### src/rtl/ssu_pkg.sv
package ssu_pkg;

    localparam int DATA_W   = 8;
    localparam int CNT_W    = 4;

    localparam int STAT_START_BIT = 7;
    localparam int STAT_WRAP_BIT  = 6;
    localparam int CTRL_TOGGLE_BIT = 0;

    typedef enum logic [1:0] {
        WM_OFF       = 2'b00,
        WM_THREE     = 2'b01,
        WM_TWO       = 2'b10,
        WM_TWO_HOLD  = 2'b11
    } wire_mode_e;

    typedef enum logic [1:0] {
        CS_SOFT      = 2'b00,
        CS_TIMER     = 2'b01,
        CS_EXT_RISE  = 2'b10,
        CS_EXT_FALL  = 2'b11
    } clk_src_e;

    typedef enum logic [1:0] {
        RA_DATA = 2'b00,
        RA_STAT = 2'b01,
        RA_CTRL = 2'b10,
        RA_NONE = 2'b11
    } reg_addr_e;

    typedef struct packed {
        wire_mode_e mode;
        clk_src_e   src;
        logic       strobe_sel;
    } ctrl_t;

    typedef struct packed {
        logic shift;
        logic count;
        logic latch;
        logic transparent;
    } tick_t;

    function automatic ctrl_t decode_ctrl(input logic [5:1] bits);
        ctrl_t c;
        c.mode       = wire_mode_e'(bits[5:4]);
        c.src        = clk_src_e'(bits[3:2]);
        c.strobe_sel = bits[1];
        return c;
    endfunction

    function automatic logic [DATA_W-1:0] encode_ctrl(input ctrl_t c);
        logic [DATA_W-1:0] v;
        v      = '0;
        v[5:4] = c.mode;
        v[3:2] = c.src;
        v[1]   = c.strobe_sel;
        return v;
    endfunction

endpackage

### src/rtl/ssu_sync.sv
module ssu_sync #(
    parameter int   STAGES  = 2,
    parameter logic RST_VAL = 1'b1
) (
    input  logic clk,
    input  logic rst,
    input  logic din,
    output logic sync,
    output logic rise,
    output logic fall
);
    logic [STAGES-1:0] chain;
    logic              prev;

    generate
        if (STAGES == 1) begin : g_single
            always_ff @(posedge clk) begin
                if (rst) chain <= RST_VAL;
                else     chain <= din;
            end
        end else begin : g_multi
            always_ff @(posedge clk) begin
                if (rst) chain <= {STAGES{RST_VAL}};
                else     chain <= {chain[STAGES-2:0], din};
            end
        end
    endgenerate

    always_ff @(posedge clk) begin
        if (rst) prev <= RST_VAL;
        else     prev <= chain[STAGES-1];
    end

    assign sync = chain[STAGES-1];
    assign rise = chain[STAGES-1] & ~prev;
    assign fall = ~chain[STAGES-1] & prev;
endmodule

### src/rtl/ssu_clkgen.sv
module ssu_clkgen
    import ssu_pkg::*;
(
    input  ctrl_t ctrl,
    input  logic  soft_strobe,
    input  logic  toggle_strobe,
    input  logic  tmr_match,
    input  logic  ext_rise,
    input  logic  ext_fall,
    output tick_t ticks
);
    logic ext_shift;
    logic ext_count;
    logic ext_latch;

    always_comb begin
        ext_shift = 1'b0;
        ext_latch = 1'b0;
        unique case (ctrl.src)
            CS_EXT_RISE: begin
                ext_shift = ext_rise;
                ext_latch = ext_fall;
            end
            CS_EXT_FALL: begin
                ext_shift = ext_fall;
                ext_latch = ext_rise;
            end
            default: begin
                ext_shift = 1'b0;
                ext_latch = 1'b0;
            end
        endcase
        ext_count = ctrl.src[1] & ~ctrl.strobe_sel & (ext_rise | ext_fall);
    end

    always_comb begin
        ticks.shift       = soft_strobe
                          | ((ctrl.src == CS_TIMER) & tmr_match)
                          | ext_shift;
        ticks.count       = soft_strobe
                          | ((ctrl.src == CS_TIMER) & tmr_match)
                          | ext_count
                          | toggle_strobe;
        ticks.latch       = ext_latch;
        ticks.transparent = ~ctrl.src[1];
    end
endmodule

### src/rtl/ssu_shifter.sv
module ssu_shifter #(
    parameter int W = 8
) (
    input  logic         clk,
    input  logic         rst,
    input  logic         load,
    input  logic [W-1:0] load_data,
    input  logic         shift,
    input  logic         din,
    input  logic         latch_en,
    input  logic         transparent,
    output logic [W-1:0] q,
    output logic         out_bit
);
    logic latch_q;

    always_ff @(posedge clk) begin
        if (rst)        q <= '0;
        else if (load)  q <= load_data;
        else if (shift) q <= {q[W-2:0], din};
    end

    always_ff @(posedge clk) begin
        if (rst)           latch_q <= 1'b0;
        else if (latch_en) latch_q <= q[W-1];
    end

    assign out_bit = transparent ? q[W-1] : latch_q;
endmodule

### src/rtl/ssu_counter.sv
module ssu_counter #(
    parameter int W = 4
) (
    input  logic         clk,
    input  logic         rst,
    input  logic         load,
    input  logic [W-1:0] load_val,
    input  logic         tick,
    output logic [W-1:0] count,
    output logic         wrap
);
    localparam logic [W-1:0] TOP = {W{1'b1}};

    always_ff @(posedge clk) begin
        if (rst)       count <= '0;
        else if (load) count <= load_val;
        else if (tick) count <= count + 1'b1;
    end

    assign wrap = tick & ~load & (count == TOP);
endmodule

### src/rtl/serial_shift_unit.sv
module serial_shift_unit
    import ssu_pkg::*;
#(
    parameter int SYNC_STAGES = 2
) (
    input  logic              clk,
    input  logic              rst,
    input  logic              wr_en,
    input  logic [1:0]        wr_addr,
    input  logic [DATA_W-1:0] wr_data,
    input  logic [1:0]        rd_addr,
    output logic [DATA_W-1:0] rd_data,
    input  logic              tmr_match,
    input  logic              sda_in,
    input  logic              scl_in,
    input  logic              port_sda,
    input  logic              port_scl,
    output logic              do_ovr,
    output logic              do_val,
    output logic              sda_low,
    output logic              scl_low
);
    localparam int STAT_PAD = DATA_W - 2 - CNT_W;

    // Register write decode
    logic  data_wr, stat_wr, ctrl_wr;
    ctrl_t ctrl_q, ctrl_new;
    logic  soft_strobe, toggle_strobe;

    assign data_wr  = wr_en && (reg_addr_e'(wr_addr) == RA_DATA);
    assign stat_wr  = wr_en && (reg_addr_e'(wr_addr) == RA_STAT);
    assign ctrl_wr  = wr_en && (reg_addr_e'(wr_addr) == RA_CTRL);
    assign ctrl_new = decode_ctrl(wr_data[5:1]);

    assign soft_strobe   = ctrl_wr && (ctrl_new.src == CS_SOFT) && ctrl_new.strobe_sel;
    assign toggle_strobe = ctrl_wr && ctrl_new.src[1] && ctrl_new.strobe_sel
                           && wr_data[CTRL_TOGGLE_BIT];

    always_ff @(posedge clk) begin
        if (rst)          ctrl_q <= '{mode: WM_OFF, src: CS_SOFT, strobe_sel: 1'b0};
        else if (ctrl_wr) ctrl_q <= ctrl_new;
    end

    // Pad synchronizers
    logic sda_s, sda_rise, sda_fall;
    logic scl_s, scl_rise, scl_fall;

    ssu_sync #(.STAGES(SYNC_STAGES), .RST_VAL(1'b1)) u_sync_sda (
        .clk(clk), .rst(rst), .din(sda_in),
        .sync(sda_s), .rise(sda_rise), .fall(sda_fall)
    );

    ssu_sync #(.STAGES(SYNC_STAGES), .RST_VAL(1'b1)) u_sync_scl (
        .clk(clk), .rst(rst), .din(scl_in),
        .sync(scl_s), .rise(scl_rise), .fall(scl_fall)
    );

    // Clock selection
    tick_t ticks;

    ssu_clkgen u_clkgen (
        .ctrl(ctrl_q),
        .soft_strobe(soft_strobe),
        .toggle_strobe(toggle_strobe),
        .tmr_match(tmr_match),
        .ext_rise(scl_rise),
        .ext_fall(scl_fall),
        .ticks(ticks)
    );

    // Datapath
    logic [DATA_W-1:0] sr_q;
    logic              out_bit;
    logic [CNT_W-1:0]  cnt_q;
    logic              cnt_wrap;

    ssu_shifter #(.W(DATA_W)) u_shifter (
        .clk(clk), .rst(rst),
        .load(data_wr), .load_data(wr_data),
        .shift(ticks.shift), .din(sda_s),
        .latch_en(ticks.latch), .transparent(ticks.transparent),
        .q(sr_q), .out_bit(out_bit)
    );

    ssu_counter #(.W(CNT_W)) u_counter (
        .clk(clk), .rst(rst),
        .load(stat_wr), .load_val(wr_data[CNT_W-1:0]),
        .tick(ticks.count),
        .count(cnt_q), .wrap(cnt_wrap)
    );

    // Flags
    logic start_flag, wrap_flag;
    logic start_evt, clr_start, clr_wrap;

    assign start_evt = (ctrl_q.mode != WM_OFF) && sda_fall && scl_s;
    assign clr_start = stat_wr && wr_data[STAT_START_BIT];
    assign clr_wrap  = stat_wr && wr_data[STAT_WRAP_BIT];

    always_ff @(posedge clk) begin
        if (rst) begin
            start_flag <= 1'b0;
            wrap_flag  <= 1'b0;
        end else begin
            start_flag <= (start_flag & ~clr_start) | start_evt;
            wrap_flag  <= (wrap_flag & ~clr_wrap) | cnt_wrap;
        end
    end

    // Pad drive
    logic two_wire, hold_start, hold_wrap;

    assign two_wire   = ctrl_q.mode[1];
    assign hold_start = two_wire & start_flag;
    assign hold_wrap  = (ctrl_q.mode == WM_TWO_HOLD) & wrap_flag;

    assign do_ovr  = (ctrl_q.mode == WM_THREE);
    assign do_val  = do_ovr & out_bit;
    assign sda_low = two_wire & ~(out_bit & port_sda);
    assign scl_low = two_wire & (~port_scl | hold_start | hold_wrap);

    // Read mux
    always_comb begin
        unique case (reg_addr_e'(rd_addr))
            RA_DATA: rd_data = sr_q;
            RA_STAT: rd_data = {start_flag, wrap_flag, {STAT_PAD{1'b0}}, cnt_q};
            RA_CTRL: rd_data = encode_ctrl(ctrl_q);
            default: rd_data = '0;
        endcase
    end

    logic unused_bits;
    assign unused_bits = ^{wr_data[7:6], wr_data[5:4] & 2'b00, sda_rise};

    logic [1:0] mode_bits, src_bits;
    assign mode_bits = ctrl_q.mode;
    assign src_bits  = ctrl_q.src;
endmodule

### config.mk
export PLATFORM = sky130hd
export DESIGN_NAME = serial_shift_unit
export DESIGN_NICKNAME = d
export VERILOG_FILES = /design/src/rtl/ssu_pkg.sv /design/src/rtl/ssu_sync.sv /design/src/rtl/ssu_clkgen.sv /design/src/rtl/ssu_shifter.sv /design/src/rtl/ssu_counter.sv /design/src/rtl/serial_shift_unit.sv
export SDC_FILE = /design/constraint.sdc
export NUM_CORES = 1
export LEC_CHECK = 0
export ABC_AREA = 1
export BUFFER_PORTS_ARGS = -buffer_cell sky130_fd_sc_hd__buf_2
export CAP_MARGIN = 20
export CORE_ASPECT_RATIO = 1.75
export CORE_MARGIN = 2
export CORE_UTILIZATION = 45
export DETAILED_ROUTE_END_ITERATION = 6
export PLACE_DENSITY_LB_ADDON = 0.12
export SYNTH_ARGS = -nofsm -noshare
export SYNTH_HDL_FRONTEND = slang
export SYNTH_SLANG_ARGS = --single-unit
### constraint.sdc
create_clock -name clk -period 1.3 [get_ports clk]
set_input_delay 0.13 -clock clk [delete_from_list [all_inputs] [get_ports clk]]
set_output_delay 0.13 -clock clk [all_outputs]
set_load 0.01 [all_outputs]
==> impl_results.md <==
- Flops & latches, synth: 26
- Area leader, netlist: dfxtp_1
- CP required: 1.17 ns
- Filler instances: 305
- Avg Inst Size Synth: 7.03 µm²
- Post-synthesis cell area: 1470 µm²
- Synth Net Count: 232
- Num CTS Buffers: 3
- YS warnings: 0
- Final Wtd Congestion: 0.849
- Static leakage: 0.891 nW
- Period utilization: 1.07
- H-tree depth: 1
- Pre-CTS setup slack: -0.0592 ns
- Min cycle time layout: 1.39 ns
- Number of synthesized flops with an enable pin: 0
- Status: finished, violations left
- Setup WS post-layout: -0.0912 ns
- Ys async rst share: 0
- Post-Synth Adder-Cell Area: 0.0256
- Busiest grt layer: met2
- Row count: 27
- P_int: 0.00126 W
- Die height: 79.6 µm
- Clk Latency, worst-skew pair: 0.28 ns
- Share of cells above drive strength 1: 0.469
- Seq/Total Area, Yosys: 0.354
- Most common cell after layout, fill and taps aside: nand2_1
- Vias/cell: 5.15
- Synthesized instance count: 209
- Critical path depth: 6
- Sw Share: 0.291
- Hold Fails Final Rpt: 0
- Core ar.: 3140 µm²
- Synth-to-layout area growth: 39.6%
- Clk_skew: 0.00219 ns
- Antenna Violating Nets Remaining: 0
- Logic pwr share: 0.207
- Proportion of synthesized area in mux cells: 0
- Vias: 1551
- Starting Density: 0.468
- Power per cell area: 863 nW/µm²
- Setup_tns: -0.169 ns
- WP data arrival: 1.26 ns
- Synth top area share: 0.354
- Antenna diodes: 0
- Crit-path cells: inv_2, or2_4, o21ai_4, inv_1, a21oi_1, buf_2
- CTS sink cnt: 26
- Drt first pass iters: 4
- Hold path depth: 2
- Clock network power share: 0.305
- Clock-pin transition on the worst setup and hold timing paths: 0.09 ns
- Synth Area in Compound Gates: 0.187
- Max_cap viols: 0
- Flop pwr share: 0.489
- Synth unique cells: 31
- Critical path peak fanout: 3
- Util after Layout: 0.653
- Simple-Gate Fraction of Synth Area: 0.328
- Total power: 0.00177 W
- Largest net degree at the start of global routing: 15
- DRC: 0
- Setup CP Type: flop to output pin
- CTS tree: done
- Slew at the pin closest to its max-slew limit: 0.336 ns
- Synth top area cells: dfxtp_1 (35%), nand2_1 (11%), nand3_1 (6.1%), inv_1 (6.1%), o21ai_0 (5.1%)
- Switching power total: 0.000514 W
- RSZ-0062 raised after global routing: yes
- Wire length of the first global-routing pass: 6430 µm
- Dominant synthesized flop cell: dfxtp_1
- Met3 usage: 0.0271
- VDD IR max: 914 µV
- Global Route Usage Sum: 0.236
- I/O Pins: 32
- Nets@finish: 282
- Die Width: 47.2 µm
- PortBufs: 31
- Routed wire length: 4300 µm
- Grt ovf: 0
- XOR/XNOR Fraction of Synth Area: 0
- Worst setup SP type: flop
- First DRT Iteration DRCs: 39
- Crit path max-delay family: flip-flops
- Max Slew Vio Count: 0
- Worst path buffer plus inverter count: 3
- Final setup fails: 3
- Vias in the first global route: 1473
- Failing checks: setup timing
- Most frequent cells in the layout: nand2_1 (40), buf_2 (31), dfxtp_1 (21), inv_1 (19), buf_4 (16)
- Largest family of logic cells by synthesized area: simple AND/OR/NAND/NOR gates
- Fmax achieved: 719 MHz
- Crit path capture type: output pin
- Worst stage delay on the critical path: 0.34 ns
- Initial antenna violation count: 0
- Clock Root Buffer: clkbuf_8
- WL per Instance: 14.3 µm
- Max stage delay cell, worst path: dfxtp_2
- Grt met2 use: 0.415
- Hpwl dp: 3130 µm
- M1 GR Usage: 0.266
- Reg2Reg Depth: 8
- Die ar.: 3760 µm²
- Slew HR: 0.775
- Max clock buf depth: 2
- Worst Hold Class: input port to flop
## layer usage
| layer | vias up | part of all wire |
|---|---|---|
| li1 | 794 | - |
| met2 | 47 | 0.56 |
| met5 | - | 0 |
| met3 | 12 | 0.033 |
| met1 | 698 | 0.38 |
| met4 | 0 | 0.030 |
## power by group through the flow
stage               combinational, W  clock [W]  sequential (W)
finish                      0.000366   0.000539        0.000865
global route                0.000404   0.000572        0.000870
CTS                         0.000315   0.000549        0.000863
detailed placement          0.000293          0        0.000881
global placement            0.000290          0        0.000880
floorplan                   0.000191          0        0.000871
## Yosys cell counts, types with 3 or more instances
| cell | instances |
|---|---|
| nand2_1 | 43 |
| dfxtp_1 | 26 |
| inv_1 | 24 |
| nand3_1 | 18 |
| nor2_1 | 16 |
| o21ai_0 | 15 |
| a21oi_1 | 14 |
| o21ai_1 | 6 |
| inv_2 | 5 |
| nand2_2 | 5 |
| or2_2 | 5 |
| a21oi_2 | 4 |
| buf_2 | 3 |
| ha_1 | 3 |
| nor3_1 | 3 |
## cells by family after synthesis
logic type	after synthesis
buffers and inverters	35
adders and majority gates	3
DFF	26
AOI/OAI and AO/OA	47
and+or+nand+nor	98
## flip-flops by register name, indices dropped and copies added (netlist names)
register and flops:
src_bits 2, wrap_flag 1, u_counter.count 4, mode_bits 2, u_shifter.latch_q 1, u_sync_scl.prev 1, u_sync_scl.chain 2, start_flag 1
u_sync_sda.prev 1, u_shifter.q 8, u_sync_sda.chain 2, ctrl_q 1
## worst register-to-register path, cell delays in order (launching register included)
cell	delay, ns
dfxtp_4	0.39
inv_4	0.04
ha_4	0.15
inv_4	0.06
o22ai_4	0.09
nor2_8	0.19
buf_6	0.14
nand3_2	0.06
a21oi_2	0.13
## stage by stage
stage / cells / hold slack [ns] / area, µm²
2_1_floorplan: 209 / 0.192 / 1480
6_report: 301 / 0.0290 / 2050
5_1_grt: 301 / 0.0232 / 2050
3_5_place_dp: 289 / 0.319 / 1740
4_1_cts: 296 / 0.0257 / 1860
3_3_place_gp: 289 / 0.316 / 1740
## timing repair
action / in CTS / in global routing
hold buffers: 0 / 0
pin swaps: 7 / 20
resized for setup: 15 / 38
gates cloned: 0 / 1
buffers inserted: 3 / 4
endpoints found under the setup margin: 17 / 17
## final cells by class
class	instances	area (µm²)	area share
clock buffers	4	55.1	0.0268
repair buffers	49	298	0.145
flip-flops and latches	26	532	0.259
well taps	43	53.8	0.0262
multi-input cells	149	985	0.480
inverters	30	128	0.0622
## final timing paths
check	from	end	slack, ns
worst max register to register	u_sync_scl.chain[1]	u_shifter.q[0]	-0.01
worst max-delay path	src_bits[1]	sda_low	-0.09
worst min register to register	u_sync_sda.chain[0]	u_sync_sda.chain[1]	0.42
worst min-delay path	scl_in	u_sync_scl.chain[0]	0.03
No activity file was read; power rests on OpenSTA's default activity.
